--- config.mk ---
export PLATFORM = sky130hd
export DESIGN_NAME = sram_async_ctrl
export DESIGN_NICKNAME = d
export VERILOG_FILES = /design/src/rtl/sram_ctrl_pkg.sv /design/src/rtl/sram_ctrl_fsm.sv /design/src/rtl/sram_ctrl_pins.sv /design/src/rtl/sram_ctrl_rdcap.sv /design/src/rtl/sram_async_ctrl.sv
export SDC_FILE = /design/constraint.sdc
export NUM_CORES = 1
export LEC_CHECK = 0
export BUFFER_PORTS_ARGS = -buffer_cell sky130_fd_sc_hd__buf_2
export CAP_MARGIN = 25
export CORE_ASPECT_RATIO = 0.5
export CORE_UTILIZATION = 51
export DETAILED_ROUTE_END_ITERATION = 6
export HOLD_SLACK_MARGIN = 0.02
export PLACE_DENSITY = 0.85
export SLEW_MARGIN = 5
export SYNTH_ARGS = -nofsm -noshare
export SYNTH_HDL_FRONTEND = slang
export SYNTH_HIERARCHICAL = 1
export SYNTH_SLANG_ARGS = --single-unit
--- constraint.sdc ---
create_clock -name clk -period 4.1 [get_ports clk]
set_input_delay 0.205 -clock clk [delete_from_list [all_inputs] [get_ports clk]]
set_output_delay 0.205 -clock clk [all_outputs]
set_load 0.005 [all_outputs]
--- src/rtl/sram_ctrl_pkg.sv ---
package sram_ctrl_pkg;

  typedef enum logic [2:0] {
    PH_IDLE   = 3'd0,
    PH_READ   = 3'd1,
    PH_WLEAD  = 3'd2,
    PH_WPULSE = 3'd3,
    PH_WCLOSE = 3'd4
  } phase_t;

  // nanosecond limit -> whole clock cycles, never below one
  function automatic int unsigned ns_to_cycles(int unsigned ns, int unsigned period);
    int unsigned c;
    c = (ns + period - 1) / period;
    return (c == 0) ? 1 : c;
  endfunction

  function automatic int unsigned pick(bit slow, int unsigned fast_ns, int unsigned slow_ns);
    return slow ? slow_ns : fast_ns;
  endfunction

  function automatic int unsigned max2(int unsigned a, int unsigned b);
    return (a > b) ? a : b;
  endfunction

  // read window: cycle time, address access and output-enable access
  function automatic int unsigned read_cycles(int unsigned period, bit slow);
    int unsigned r;
    r = ns_to_cycles(pick(slow, 70, 100), period);
    r = max2(r, ns_to_cycles(pick(slow, 70, 100), period));
    r = max2(r, ns_to_cycles(pick(slow, 35, 50), period));
    return r;
  endfunction

  // write-enable pulse; the lead-in cycle counts toward select, address and
  // strobe setup, lead-in plus closing cycle toward the full write cycle
  function automatic int unsigned pulse_cycles(int unsigned period, bit slow);
    int unsigned p;
    p = ns_to_cycles(pick(slow, 55, 80), period);
    p = max2(p, ns_to_cycles(pick(slow, 30, 40), period));
    p = max2(p, ns_to_cycles(pick(slow, 65, 80), period) - 1);
    p = max2(p, ns_to_cycles(pick(slow, 60, 80), period) - 1);
    if (ns_to_cycles(pick(slow, 70, 100), period) > 2)
      p = max2(p, ns_to_cycles(pick(slow, 70, 100), period) - 2);
    return (p == 0) ? 1 : p;
  endfunction

endpackage

--- src/rtl/sram_ctrl_fsm.sv ---
module sram_ctrl_fsm
  import sram_ctrl_pkg::*;
#(
  parameter int unsigned RD_CYC = 7,
  parameter int unsigned WE_CYC = 6,
  parameter int unsigned CNT_W  = 3
) (
  input  logic   clk,
  input  logic   rst_n,
  input  logic   req_valid,
  input  logic   req_write,
  output logic   req_ready,
  output phase_t state_q,
  output phase_t state_d,
  output logic   accept,
  output logic   rd_last
);

  logic [CNT_W-1:0] cnt_q, cnt_d;
  logic             we_last;

  assign req_ready = (state_q == PH_IDLE);
  assign accept    = req_valid && req_ready;
  assign rd_last   = (state_q == PH_READ)   && (cnt_q == CNT_W'(1));
  assign we_last   = (state_q == PH_WPULSE) && (cnt_q == CNT_W'(1));

  always_comb begin
    state_d = state_q;
    cnt_d   = cnt_q;
    case (state_q)
      PH_IDLE: if (accept) begin
        state_d = req_write ? PH_WLEAD : PH_READ;
        cnt_d   = CNT_W'(RD_CYC);
      end
      PH_READ: begin
        cnt_d = cnt_q - CNT_W'(1);
        if (rd_last) state_d = PH_IDLE;
      end
      PH_WLEAD: begin
        state_d = PH_WPULSE;
        cnt_d   = CNT_W'(WE_CYC);
      end
      PH_WPULSE: begin
        cnt_d = cnt_q - CNT_W'(1);
        if (we_last) state_d = PH_WCLOSE;
      end
      PH_WCLOSE: state_d = PH_IDLE;
      default:   state_d = PH_IDLE;
    endcase
  end

  always_ff @(posedge clk or negedge rst_n) begin
    if (!rst_n) begin
      state_q <= PH_IDLE;
      cnt_q   <= '0;
    end else begin
      state_q <= state_d;
      cnt_q   <= cnt_d;
    end
  end

  // a counted window never runs with an empty counter
  assert_cnt_live_R3: assert property (@(posedge clk) disable iff (!rst_n)
    (state_q == PH_READ || state_q == PH_WPULSE) |-> (cnt_q != '0));

  // the closing cycle always follows a write pulse
  assert_close_after_pulse_R6: assert property (@(posedge clk) disable iff (!rst_n)
    (state_q == PH_WCLOSE) |-> ($past(state_q) == PH_WPULSE));

endmodule

--- src/rtl/sram_ctrl_pins.sv ---
module sram_ctrl_pins
  import sram_ctrl_pkg::*;
#(
  parameter int unsigned ADDR_W = 19,
  parameter int unsigned DATA_W = 16,
  parameter int unsigned LANES  = DATA_W / 8
) (
  input  logic              clk,
  input  logic              rst_n,
  input  phase_t            state_d,
  input  logic              accept,
  input  logic [ADDR_W-1:0] req_addr,
  input  logic [DATA_W-1:0] req_wdata,
  input  logic [LANES-1:0]  req_mask,
  output logic [ADDR_W-1:0] mem_addr,
  output logic [DATA_W-1:0] mem_dq_out,
  output logic [LANES-1:0]  lane_q,
  output logic [LANES-1:0]  strb_n,
  output logic              mem_ce1_n,
  output logic              mem_ce2,
  output logic              mem_oe_n,
  output logic              mem_we_n,
  output logic              mem_dq_oe
);

  logic             busy_d;
  logic [LANES-1:0] mask_d;

  assign busy_d = (state_d != PH_IDLE);
  assign mask_d = accept ? req_mask : lane_q;

  // every pin comes straight from a flop so the strobes cannot glitch
  always_ff @(posedge clk or negedge rst_n) begin
    if (!rst_n) begin
      mem_addr   <= '0;
      mem_dq_out <= '0;
      lane_q     <= '0;
      mem_ce1_n  <= 1'b1;
      mem_ce2    <= 1'b0;
      mem_oe_n   <= 1'b1;
      mem_we_n   <= 1'b1;
      mem_dq_oe  <= 1'b0;
    end else begin
      if (accept) begin
        mem_addr   <= req_addr;
        mem_dq_out <= req_wdata;
        lane_q     <= req_mask;
      end
      mem_ce1_n <= !busy_d;
      mem_ce2   <= busy_d;
      mem_oe_n  <= !(state_d == PH_READ);
      mem_we_n  <= !(state_d == PH_WPULSE);
      mem_dq_oe <= (state_d == PH_WPULSE);
    end
  end

  for (genvar g = 0; g < LANES; g++) begin : g_strb
    always_ff @(posedge clk or negedge rst_n) begin
      if (!rst_n) strb_n[g] <= 1'b1;
      else        strb_n[g] <= !(busy_d && mask_d[g]);
    end
  end

  assert_no_contention_R7: assert property (@(posedge clk) disable iff (!rst_n)
    mem_dq_oe |-> mem_oe_n);

  assert_drive_in_pulse_R7: assert property (@(posedge clk) disable iff (!rst_n)
    mem_dq_oe |-> !mem_we_n);

  assert_we_selected_R6: assert property (@(posedge clk) disable iff (!rst_n)
    !mem_we_n |-> (!mem_ce1_n && mem_ce2));

  assert_write_data_held_R8: assert property (@(posedge clk) disable iff (!rst_n)
    (!mem_we_n && !$past(mem_we_n)) |-> $stable(mem_dq_out));

endmodule

--- src/rtl/sram_ctrl_rdcap.sv ---
module sram_ctrl_rdcap #(
  parameter int unsigned DATA_W = 16,
  parameter int unsigned LANES  = DATA_W / 8
) (
  input  logic              clk,
  input  logic              rst_n,
  input  logic              rd_last,
  input  logic [LANES-1:0]  lane_q,
  input  logic [DATA_W-1:0] mem_dq_in,
  output logic              rd_valid,
  output logic [DATA_W-1:0] rd_data
);

  always_ff @(posedge clk or negedge rst_n) begin
    if (!rst_n) rd_valid <= 1'b0;
    else        rd_valid <= rd_last;
  end

  for (genvar g = 0; g < LANES; g++) begin : g_lane
    always_ff @(posedge clk or negedge rst_n) begin
      if (!rst_n)       rd_data[g*8 +: 8] <= '0;
      else if (rd_last) rd_data[g*8 +: 8] <= lane_q[g] ? mem_dq_in[g*8 +: 8] : 8'h00;
    end

    assert_unrequested_zero_R4: assert property (@(posedge clk) disable iff (!rst_n)
      (rd_valid && !lane_q[g]) |-> (rd_data[g*8 +: 8] == 8'h00));
  end

  assert_valid_single_R10: assert property (@(posedge clk) disable iff (!rst_n)
    rd_valid |=> !rd_valid);

endmodule

--- src/rtl/sram_async_ctrl.sv ---
module sram_async_ctrl
  import sram_ctrl_pkg::*;
#(
  parameter int unsigned ADDR_W        = 19,
  parameter int unsigned DATA_W        = 16,
  parameter int unsigned CLK_PERIOD_NS = 10,
  parameter bit          SLOW_GRADE    = 1'b0
) (
  input  logic              clk,
  input  logic              rst_n,
  input  logic              req_valid,
  output logic              req_ready,
  input  logic              req_write,
  input  logic [ADDR_W-1:0] req_addr,
  input  logic [DATA_W-1:0] req_wdata,
  input  logic [1:0]        req_mask,
  output logic              rd_valid,
  output logic [DATA_W-1:0] rd_data,
  output logic [ADDR_W-1:0] mem_addr,
  output logic              mem_ce1_n,
  output logic              mem_ce2,
  output logic              mem_oe_n,
  output logic              mem_we_n,
  output logic              mem_ub_n,
  output logic              mem_lb_n,
  output logic [DATA_W-1:0] mem_dq_out,
  output logic              mem_dq_oe,
  input  logic [DATA_W-1:0] mem_dq_in
);

  localparam int unsigned LANES   = 2;
  localparam int unsigned RD_CYC  = read_cycles(CLK_PERIOD_NS, SLOW_GRADE);
  localparam int unsigned WE_CYC  = pulse_cycles(CLK_PERIOD_NS, SLOW_GRADE);
  localparam int unsigned MAX_CYC = max2(RD_CYC, WE_CYC);
  localparam int unsigned CNT_W   = $clog2(MAX_CYC + 1);

  phase_t           state_q, state_d;
  logic             accept, rd_last;
  logic [LANES-1:0] lane_q, strb_n;

  sram_ctrl_fsm #(.RD_CYC(RD_CYC), .WE_CYC(WE_CYC), .CNT_W(CNT_W)) u_fsm (
    .clk, .rst_n, .req_valid, .req_write, .req_ready,
    .state_q, .state_d, .accept, .rd_last
  );

  sram_ctrl_pins #(.ADDR_W(ADDR_W), .DATA_W(DATA_W), .LANES(LANES)) u_pins (
    .clk, .rst_n, .state_d, .accept, .req_addr, .req_wdata, .req_mask,
    .mem_addr, .mem_dq_out, .lane_q, .strb_n,
    .mem_ce1_n, .mem_ce2, .mem_oe_n, .mem_we_n, .mem_dq_oe
  );

  sram_ctrl_rdcap #(.DATA_W(DATA_W), .LANES(LANES)) u_rdcap (
    .clk, .rst_n, .rd_last, .lane_q, .mem_dq_in, .rd_valid, .rd_data
  );

  assign mem_lb_n = strb_n[0];
  assign mem_ub_n = strb_n[1];

  // length of the current write-enable low run, for the pulse check
  logic [CNT_W-1:0] chk_we_run;
  always_ff @(posedge clk or negedge rst_n) begin
    if (!rst_n)         chk_we_run <= '0;
    else if (!mem_we_n) chk_we_run <= chk_we_run + CNT_W'(1);
    else                chk_we_run <= '0;
  end

  assert_pulse_len_R6: assert property (@(posedge clk) disable iff (!rst_n)
    (mem_we_n && !$past(mem_we_n)) |-> (chk_we_run == CNT_W'(WE_CYC)));

  assert_idle_standby_R1: assert property (@(posedge clk) disable iff (!rst_n)
    req_ready |-> (mem_ce1_n && !mem_ce2 && mem_ub_n && mem_lb_n && mem_we_n && !mem_dq_oe));

  assert_addr_steady_R9: assert property (@(posedge clk) disable iff (!rst_n)
    (!req_ready && !$past(req_ready)) |-> $stable(mem_addr));

  assert_valid_after_read_R10: assert property (@(posedge clk) disable iff (!rst_n)
    $rose(rd_valid) |-> (!$past(mem_oe_n)));

endmodule

==> results of run 1 <==
-- path summary, 6_finish.rpt --
check | startpoint | end | slack (ns) | depth (start not counted)
min reg2reg | u_pins/mem_dq_out[12]$_DFFE_PN0P_ | u_pins/mem_dq_out[12]$_DFFE_PN0P_ | 0.50 | 1
min | rst_n | u_rdcap/rd_data[10]$_DFFE_PN0P_ | 0.04 | 2
max | u_fsm/state_q[0]$_DFF_PN0_ | u_pins/mem_addr[18]$_DFFE_PN0P_ | 2.20 | 4
max in group asynchronous | rst_n | u_pins/mem_dq_out[0]$_DFFE_PN0P_ | 3.53 | 2
max reg2reg | u_fsm/state_q[0]$_DFF_PN0_ | u_pins/mem_addr[18]$_DFFE_PN0P_ | 2.20 | 4
min in group clk | req_addr[2] | u_pins/mem_addr[2]$_DFFE_PN0P_ | 0.10 | 2
-- synthesized netlist by cell type, types with 2 or more instances --
cell       count  share of area
a2bb2oi_1      2         0.0064
nand3_1       16          0.029
nor2b_1        2         0.0046
o21ai_0       17          0.031
dfrtp_1       62           0.57
dfstp_2        5          0.048
buf_4          2         0.0055
ha_1           2         0.0091
mux2_4        30           0.16
buf_12         3          0.022
nor2_1         5         0.0068
clkbuf_1       2         0.0027
buf_2          2         0.0036
a21oi_1        2         0.0036
nand2_1        3         0.0041
mux2_2         7          0.029
nor3_1         2         0.0036
inv_1         20          0.027
-- layer usage --
metal	global-route usage	vias up	part of all wire
met2	0.3824	56	0.54
met5	0	-	0
met4	0.08102	0	0.010
li1	-	900	-
met3	0.07990	6	0.048
met1	0.2375	921	0.40
-- state kept, by name, summed over array words and instances (netlist names) --
name / flops
u_fsm/cnt_q: 3
u_fsm/state_q: 3
u_pins/lane_q: 2
u_pins/mem_addr: 19
u_pins/mem_ce1_n: 1
u_pins/mem_ce2: 1
u_pins/mem_dq_oe: 1
u_pins/mem_dq_out: 16
u_pins/mem_oe_n: 1
u_pins/mem_we_n: 1
u_pins/strb_n: 2
u_rdcap/rd_data: 16
u_rdcap/rd_valid: 1
-- power breakdown --
part | internal (mW) | total, mW | switching [mW]
Combinational | 0.558 | 0.929 | 0.372
Sequential | 0.993 | 1.19 | 0.201
Clock | 0.297 | 0.533 | 0.236
Total | 1.85 | 2.66 | 0.809
-- cell type report --
type / instances / share of cell area
Timing Repair Buffer: 119 / 0.1756
Inverter: 21 / 0.02221
Clock inverter: 4 / 0.01410
Multi-Input combinational cell: 98 / 0.2482
Sequential cell: 67 / 0.4743
Tap cell: 70 / 0.02468
Clock buffer: 12 / 0.04090
-- cells in the final DEF (no fill, tap or decap), drive strengths merged, types with 2 or more instances in the layout --
master	instances
buf	119
dfrtp	62
mux2	37
inv	21
o21ai	18
nand3	16
clkbuf	12
dfstp	5
nor2	5
nand2	3
nor3	3
clkinvlp	2
nor2b	2
a21oi	2
a2bb2oi	2
ha	2
-- worst max-delay path, stage by stage (launching register included) --
cell and delay, ns:
dfrtp_1 0.45, nor3_2 0.20, and2_2 0.50, buf_12 0.27, mux2_2 0.36
-- cells by family (layout without fill, tap and decap cells) --
logic type | after synthesis | after routing | share of synthesized area
flip-flops | 67 | 67 | 0.6136
adder cells (fa/ha/maj) | 2 | 2 | 0.009123
multiplexers | 37 | 37 | 0.1930
AO/OA/AOI/OAI | 25 | 25 | 0.05201
buffers and inverters | 31 | 156 | 0.06660
AND/OR/NAND/NOR | 34 | 34 | 0.06570
-- metrics by stage --
stage / std cells / setup slack (ns) / utilization / instance area (um2)
final: 391 / 2.195 / 0.7034 / 3548
after global routing: 391 / 2.074 / 0.7034 / 3548
after CTS: 389 / 1.875 / 0.6964 / 3513
after detailed placement: 373 / 1.919 / 0.6577 / 3318
after global placement: 373 / 2.012 / 0.6577 / 3318
after floorplan: 196 / 2.457 / - / 2743
==> results.toml, run 1 <==
[run_status]
run_status = "finished clean"

[clock_network]
cts_max_path_buffers = 2
clkLatencyLatePin_ns = 0.33
cts_resized = 0
cts_tree = "yes"
numCtsBuffers = 9
clk_pin_slew_ns = 0.07
clkSinkCount = 67
cts_root_buffer = "clkbuf_8"
h-tree-depth = 3
ctsHoldBuffers = 0
post_cts_buffers = 0

[sta]
fin_crit_ns = 1.905
hold_ws_ns = 0.04258
hold_viol = 0
fmax_mhz = 525.0
finalCritPeriodShare = 0.4646
setup_viol = 0
tns_ns = 0
tightest_slew_ns = 0.8021
finalMaxSlewViolations = 0
maxSlewHeadroom = 0.4652
rsz0062_at_grt = "no"
finClkSkew_ns = 0.006675

[synth]
async_reset_ff_frac = 1.000
ys.flop_type = "dfrtp_1"
synthesis.instances = 196
syn-num-nets = 255
ys_seq_area_frac = 0.6136
ys_types = 30
syn_area_per_cell_um2 = 13.99
ys_warn_count = 6
synth_seq_cells = 67
syn_area_mm2 = 0.002743
synth_edf_count = 0

[critical_path]
cp.arrival_ns = 2.12
worstPathMaxFanout = 21
path_class = "register to register"
cp-end-kind = "register"
start_kind = "register"
crit_required_ns = 4.32

[power]
vdd_drop_max_mv = 0.3120
power.density_mw_per_mm2 = 748.5
leakagePower_nw = 1.814
power_mw = 2.656

[routing]
ant_nets = 0
drt_iter0_markers = 95
drcViolationCount = 0
vias_per_cell = 4.816
routedWlPerCell_um = 14.18
num_vias = 1883
drtPass1Iterations = 4
detail_route.wirelength_um = 5543

[global_routing]
antenna_found_initial = 0
grt_pass1_wl_um = 8763
grt.total_usage = 0.2118
gr-total-overflow = 0
grt_max_degree = 68
grt_pass1_vias = 1908

[die]
die_width_um = 105.7
start_util = 0.5437
die_area_mm2 = 0.005693
rows = 18
design.core.area_mm2 = 0.005045
fp.dieH_um = 53.86
pin_count = 117

[place]
dp_hpwl_um = 3837
gp_congestion = 0.7955
portBuffers = 116

[cells_and_area]
multi_input_area_um2 = 880.8
syn2layout_area_growth_pct = 29.38
final_nets = 375
fillCellCount = 363
antennaDiodeCount = 0
drive_above_1_share = 0.5607
register_area_mm2 = 0.001683

[flow_run]
drv_cap = 0

[min_path]
hp-class = "input pin to async pin"
No activity file was read; power rests on OpenSTA's default activity.
==> run 2, diff against run 1 <==
ABC_AREA = 1   (was not set)
CORE_UTILIZATION = 47   (was 51)
PLACE_DENSITY = 0.79   (was 0.85)
clock period = 1.95 ns   (was 4.1 ns; I/O delays follow)
==> run 2 against run 1 <==
Critical path depth grew 3. Combinational power grew 120%. Worst setup slack lost 1.9 ns. Utilization grew 4.5 points. Synthesized cell count grew 54%. Non-clock buffer count grew 54. Global-route usage grew 6.0 points. Critical endpoint is now u_pins/strb_n[1]$_DFF_PN1_.
==> results.toml, run 2 <==
[global_routing]
grt_use_met2 = 0.4843
grt_max_degree = 68
grt.total_usage = 0.2720
busiest_layer = "met2"
antenna_found_initial = 0
gr-total-overflow = 0
grt_pass1_vias = 2592
grt_pass1_wl_um = 12350
met3_usage = 0.06206
grt_util_met1 = 0.3114

[cells_and_area]
antennaDiodeCount = 0
post-route-util = 0.7486
layout_commonest_cell = "nand2_1"
multi_input_area_um2 = 847.1
drive_above_1_share = 0.3264
mostFrequentLayoutCells = "nand2_1 (160), buf_2 (116), dfrtp_1 (62)"
fillCellCount = 350
final_nets = 532
largest_register_ffs = 19
syn2layout_area_growth_pct = 52.37
top_regs = "u_pins/mem_addr (19), u_pins/mem_dq_out (16), u_rdcap/rd_data (16)"
register_area_mm2 = 0.001683
largest_register = "u_pins/mem_addr"

[place]
gp_congestion = 0.8024
dp_hpwl_um = 4125
portBuffers = 116
dp_slack_ns = 0.4655

[clock_network]
clkLatencyLatePin_ns = 0.32
clk_pin_slew_ns = 0.05
cts_root_buffer = "clkbuf_16"
cts_tree = "yes"
h-tree-depth = 3
clkSinkCount = 67
cts_max_path_buffers = 2
numCtsBuffers = 9
cts_resized = 0

[synth]
synthesis.instances = 301
ys_warn_count = 6
synth_mux_area_frac = 0
synth_compound_area_frac = 0.005517
synth_edf_count = 0
synth_seq_cells = 67
synth_top_family_by_area = "simple AND/OR/NAND/NOR gates"
synth_top_area_share = 0.5701
syn_area_mm2 = 0.002721
synth_area_leader_cell = "dfrtp_1"
syn-num-nets = 360
ys_seq_area_frac = 0.6184
synth-xor-area-share = 0
ys.flop_type = "dfrtp_1"
post-synth-top-count-cell = "nand2_1"
ys_types = 20
syn_area_per_cell_um2 = 9.041
ys_top_cells_by_area = "dfrtp_1 (57%), nand2_1 (22%), dfstp_2 (4.8%)"
synthAdderAreaFrac = 0.009195
yosys-top-cells-count = "nand2_1 (160), dfrtp_1 (62), nand3_1 (19), inv_1 (16), nand2_2 (10)"
synth-simple-area-share = 0.2947
async_reset_ff_frac = 1.000

[power]
clkPwrFrac = 0.260
power.density_mw_per_mm2 = 1480
switching_share = 0.3494
share_comb_of_total_power = 0.336
vdd_drop_max_mv = 0.9185
p_int_mw = 3.993
power_mw = 6.137
seqPwrFrac = 0.404
p_sw_mw = 2.144
leakagePower_nw = 2.346

[sta]
finalCritPeriodShare = 0.8721
layout_setup_ws_ns = 0.2494
hold_ws_ns = 0.02695
hold_viol = 0
setup_viol = 0
maxSlewHeadroom = 0.6028
fin_crit_ns = 1.701
fmax_mhz = 588.0
tightest_slew_ns = 0.5949
finClkSkew_ns = 0.003756
finalMaxSlewViolations = 0
rsz0062_at_grt = "no"
tns_ns = 0

[critical_path]
cp.arrival_ns = 1.96
r2r-end = "u_pins/strb_n[1]$_DFF_PN1_"
path_class = "register to register"
timing.rr.start = "u_fsm/state_q[0]$_DFF_PN0_"
cp-end-kind = "register"
reg2reg_slack_ns = 0.25
reg2reg_depth = 7
start_kind = "register"
worstPathMaxFanout = 37
crit_required_ns = 2.21

[die]
die_width_um = 109.6
rows = 19
die_area_mm2 = 0.006117
fp.dieH_um = 55.81
pin_count = 117
start_util = 0.4913
design.core.area_mm2 = 0.005539

[routing]
drt_iter0_markers = 196
drcViolationCount = 0
ant_nets = 0
drtPass1Iterations = 7
vias_per_cell = 4.806
detail_route.wirelength_um = 7841
routedWlPerCell_um = 14.23
num_vias = 2648

[min_path]
whs_endpoint = "u_rdcap/rd_data[10]$_DFFE_PN0P_"
hp-class = "input pin to register"
min-delay-start = "mem_dq_in[10]"
min_path_cells = 3

[flow_run]
drv_cap = 0

[run_status]
run_status = "finished clean"
run 2: layer usage:
layer / routed length, um / part of all wire
met1: 3251 / 0.41
met2: 3992 / 0.51
met3: 329 / 0.042
met4: 267 / 0.034
met5: 0 / 0
run 2: worst max-delay path by stage:
stage                                    start                         endpoint  slack, ns  depth (start not counted)
finish              u_fsm/state_q[0]$_DFF_PN0_       u_pins/strb_n[1]$_DFF_PN1_       0.25                          7
global route        u_fsm/state_q[0]$_DFF_PN0_       u_pins/strb_n[1]$_DFF_PN1_       0.23                          7
CTS                 u_fsm/state_q[0]$_DFF_PN0_       u_pins/strb_n[1]$_DFF_PN1_       0.44                          7
detailed placement  u_fsm/state_q[0]$_DFF_PN0_       u_pins/strb_n[1]$_DFF_PN1_       0.47                          7
global placement    u_fsm/state_q[0]$_DFF_PN0_       u_pins/strb_n[1]$_DFF_PN1_       0.51                          7
floorplan           u_fsm/cnt_q[1]$_DFFE_PN0P_  u_rdcap/rd_data[10]$_DFFE_PN0P_       0.55                          9
run 2: final cells by class:
cell class	count	share of cell area
Sequential cell	67	0.4059
Clock buffer	11	0.05854
Inverter	19	0.01841
Clock inverter	5	0.01267
Timing Repair Buffer	173	0.2782
Tap cell	73	0.02203
Multi-Input combinational cell	203	0.2043
run 2: repair_timing:
action | 4_1_cts | 5_1_grt
buffers inserted | 0 | 0
endpoints found under the hold margin | 114 | 0
hold buffers | 53 | 0
run 2: worst max-delay path, cell delays in order, from the launching register on:
cell and delay (ns):
dfrtp_1 0.43, nor2_2 0.18, nand2_1 0.12, nor2_2 0.21, inv_2 0.29, nand2_1 0.19
nand2_1 0.11, nand2_1 0.09
run 2: kinds of logic (layout without fill, tap and decap cells):
logic type	after synthesis	after routing
AND/OR/NAND/NOR	198	198
flip-flops	67	67
buffers and inverters	31	208
AO/OA/AOI/OAI	3	3
adder cells (fa/ha/maj)	2	2
run 2: power groups by stage:
stage	clock network [mW]	registers, mW	logic (mW)
global placement	0	2.46	1.82
floorplan	0	2.48	1.03
CTS	1.60	2.45	1.98
finish	1.59	2.48	2.06
detailed placement	0	2.46	1.89
global route	1.67	2.56	2.29
run 2: through the flow:
| step | std cells | cell area (um2) |
|---|---|---|
| after detailed placement | 482 | 3321 |
| after global routing | 551 | 4146 |
| final | 551 | 4146 |
| after global placement | 482 | 3321 |
| after floorplan | 301 | 2721 |
| after CTS | 551 | 4146 |
==> run 3, diff against run 2 <==
clock period = 1.8 ns   (was 1.95 ns; I/O delays follow)
==> run 3 against run 2 <==
Non-clock buffer count grew 2. Via count grew 0.68%. First-iteration DRC count shrank 13%. Critical endpoint unchanged. Highest routed layer unchanged.
==> results.toml, run 3 (synthesis gave the netlist of run 2 again) <==
[die]
start_util = 0.4913
die_width_um = 109.6
die_area_mm2 = 0.006117
rows = 19
design.core.area_mm2 = 0.005539
fp.dieH_um = 55.81
pin_count = 117

[clock_network]
cts_tree = "yes"
clkLatencyLatePin_ns = 0.32
h-tree-depth = 3
clk_pin_slew_ns = 0.05
cts_resized = 0
cts_max_path_buffers = 2
clkSinkCount = 67
numCtsBuffers = 9
cts_root_buffer = "clkbuf_16"

[cells_and_area]
drive_above_1_share = 0.3229
largest_register = "u_pins/mem_addr"
largest_register_ffs = 19
post-route-util = 0.7502
top_regs = "u_pins/mem_addr (19), u_pins/mem_dq_out (16), u_rdcap/rd_data (16)"
antennaDiodeCount = 0
final_nets = 534
syn2layout_area_growth_pct = 52.69
layout_commonest_cell = "nand2_1"
mostFrequentLayoutCells = "nand2_1 (160), buf_2 (116), dfrtp_1 (62)"

[run_status]
run_status = "finished clean"

[sta]
setup_viol = 0
finalMaxSlewViolations = 0
hold_viol = 0
fmax_mhz = 657.5
rsz0062_at_grt = "no"
tightest_slew_ns = 0.6075
finClkSkew_ns = 0.004006
finalCritPeriodShare = 0.8450
tns_ns = 0
maxSlewHeadroom = 0.5944
fin_crit_ns = 1.521

[power]
power.density_mw_per_mm2 = 1563
vdd_drop_max_mv = 0.7428
power_mw = 6.493
leakagePower_nw = 2.349

[routing]
ant_nets = 0
num_vias = 2666
drt_iter0_markers = 171
drcViolationCount = 0
drtPass1Iterations = 6
routedWlPerCell_um = 14.29
detail_route.wirelength_um = 7905
vias_per_cell = 4.821

[global_routing]
grt_pass1_wl_um = 12500
grt_max_degree = 42
grt_pass1_vias = 2725
gr-total-overflow = 0
antenna_found_initial = 0
grt.total_usage = 0.2780

[critical_path]
cp-end-kind = "register"
path_cells = "inv_2 -> nand2_1 -> nor2_2 -> inv_2 -> nand2_1 -> nand2_1 -> nand2_1"
path_class = "register to register"
worst-path-buf-inv = 2
cp_top_family = "buffers and inverters"
cpMostUsedCell = "nand2_1"
cp.arrival_ns = 1.77
cpPeakStageDelay_ns = 0.45
cpMaxStageDelayCell = "inv_2"
crit_required_ns = 2.05
start_kind = "register"
worstPathMaxFanout = 37

[place]
dp_hpwl_um = 4243
gp_congestion = 0.8366
portBuffers = 116

[min_path]
hp-class = "input pin to register"

[flow_run]
drv_cap = 0
[run 3: cell type report]
| class | count | area, um2 |
|---|---|---|
| inverters | 19 | 76.32 |
| clock inverters | 2 | 10.01 |
| well taps | 73 | 91.34 |
| multi-input cells | 203 | 847.1 |
| clock buffers | 14 | 264.0 |
| flip-flops and latches | 67 | 1683 |
| repair buffers | 175 | 1184 |
| fillers | 361 | 1384 |
[run 3: routing by layer]
layer  vias up  wire, um  track usage
met5         -         0            0
met4         0       368       0.1505
met3        45       403      0.07845
met2       120      4097       0.4834
met1      1243      3035       0.3096
li1       1258         -            -
[run 3: what timing repair did]
action | CTS | global route
buffers inserted | 0 | 0
hold buffers | 54 | 0
hold endpoints to repair | 67 | 0
[run 3: per-stage QoR]
step                      hold slack (ns)  instances  setup WS [ns]  cell area [um2]
final                             0.08590        553         0.2790             4155
after floorplan                   -0.2056        301         0.4024             2721
after CTS                         0.08164        553         0.3166             4155
after detailed placement          0.01591        483         0.3396             3341
after global routing               0.1172        553         0.1844             4155
after global placement            0.02046        483         0.3733             3341
[run 3: path summary, 6_finish.rpt]
check,to,slack (ns),start,cells after the start
min in group asynchronous,u_pins/mem_addr[2]$_DFFE_PN0P_,0.21,rst_n,2
max in group asynchronous,u_pins/mem_we_n$_DFF_PN1_,0.99,rst_n,3
setup reg to reg,u_pins/strb_n[1]$_DFF_PN1_,0.28,u_fsm/state_q[1]$_DFF_PN0_,7
hold reg to reg,u_pins/mem_dq_out[11]$_DFFE_PN0P_,0.47,u_pins/mem_dq_out[11]$_DFFE_PN0P_,2
setup / recovery,u_pins/strb_n[1]$_DFF_PN1_,0.28,u_fsm/state_q[1]$_DFF_PN0_,7
hold / removal,u_fsm/state_q[1]$_DFF_PN0_,0.09,req_write,3
[run 3: worst min-delay path, stage by stage]
cell and delay (ns):
buf_2 0.10, nand2_1 0.05, nand2_1 0.11
[run 3: report_power, final]
group	switching, mW	total, mW	internal, mW
clock network	0.566	1.57	1.00
registers	0.444	2.69	2.25
logic	1.25	2.23	0.989
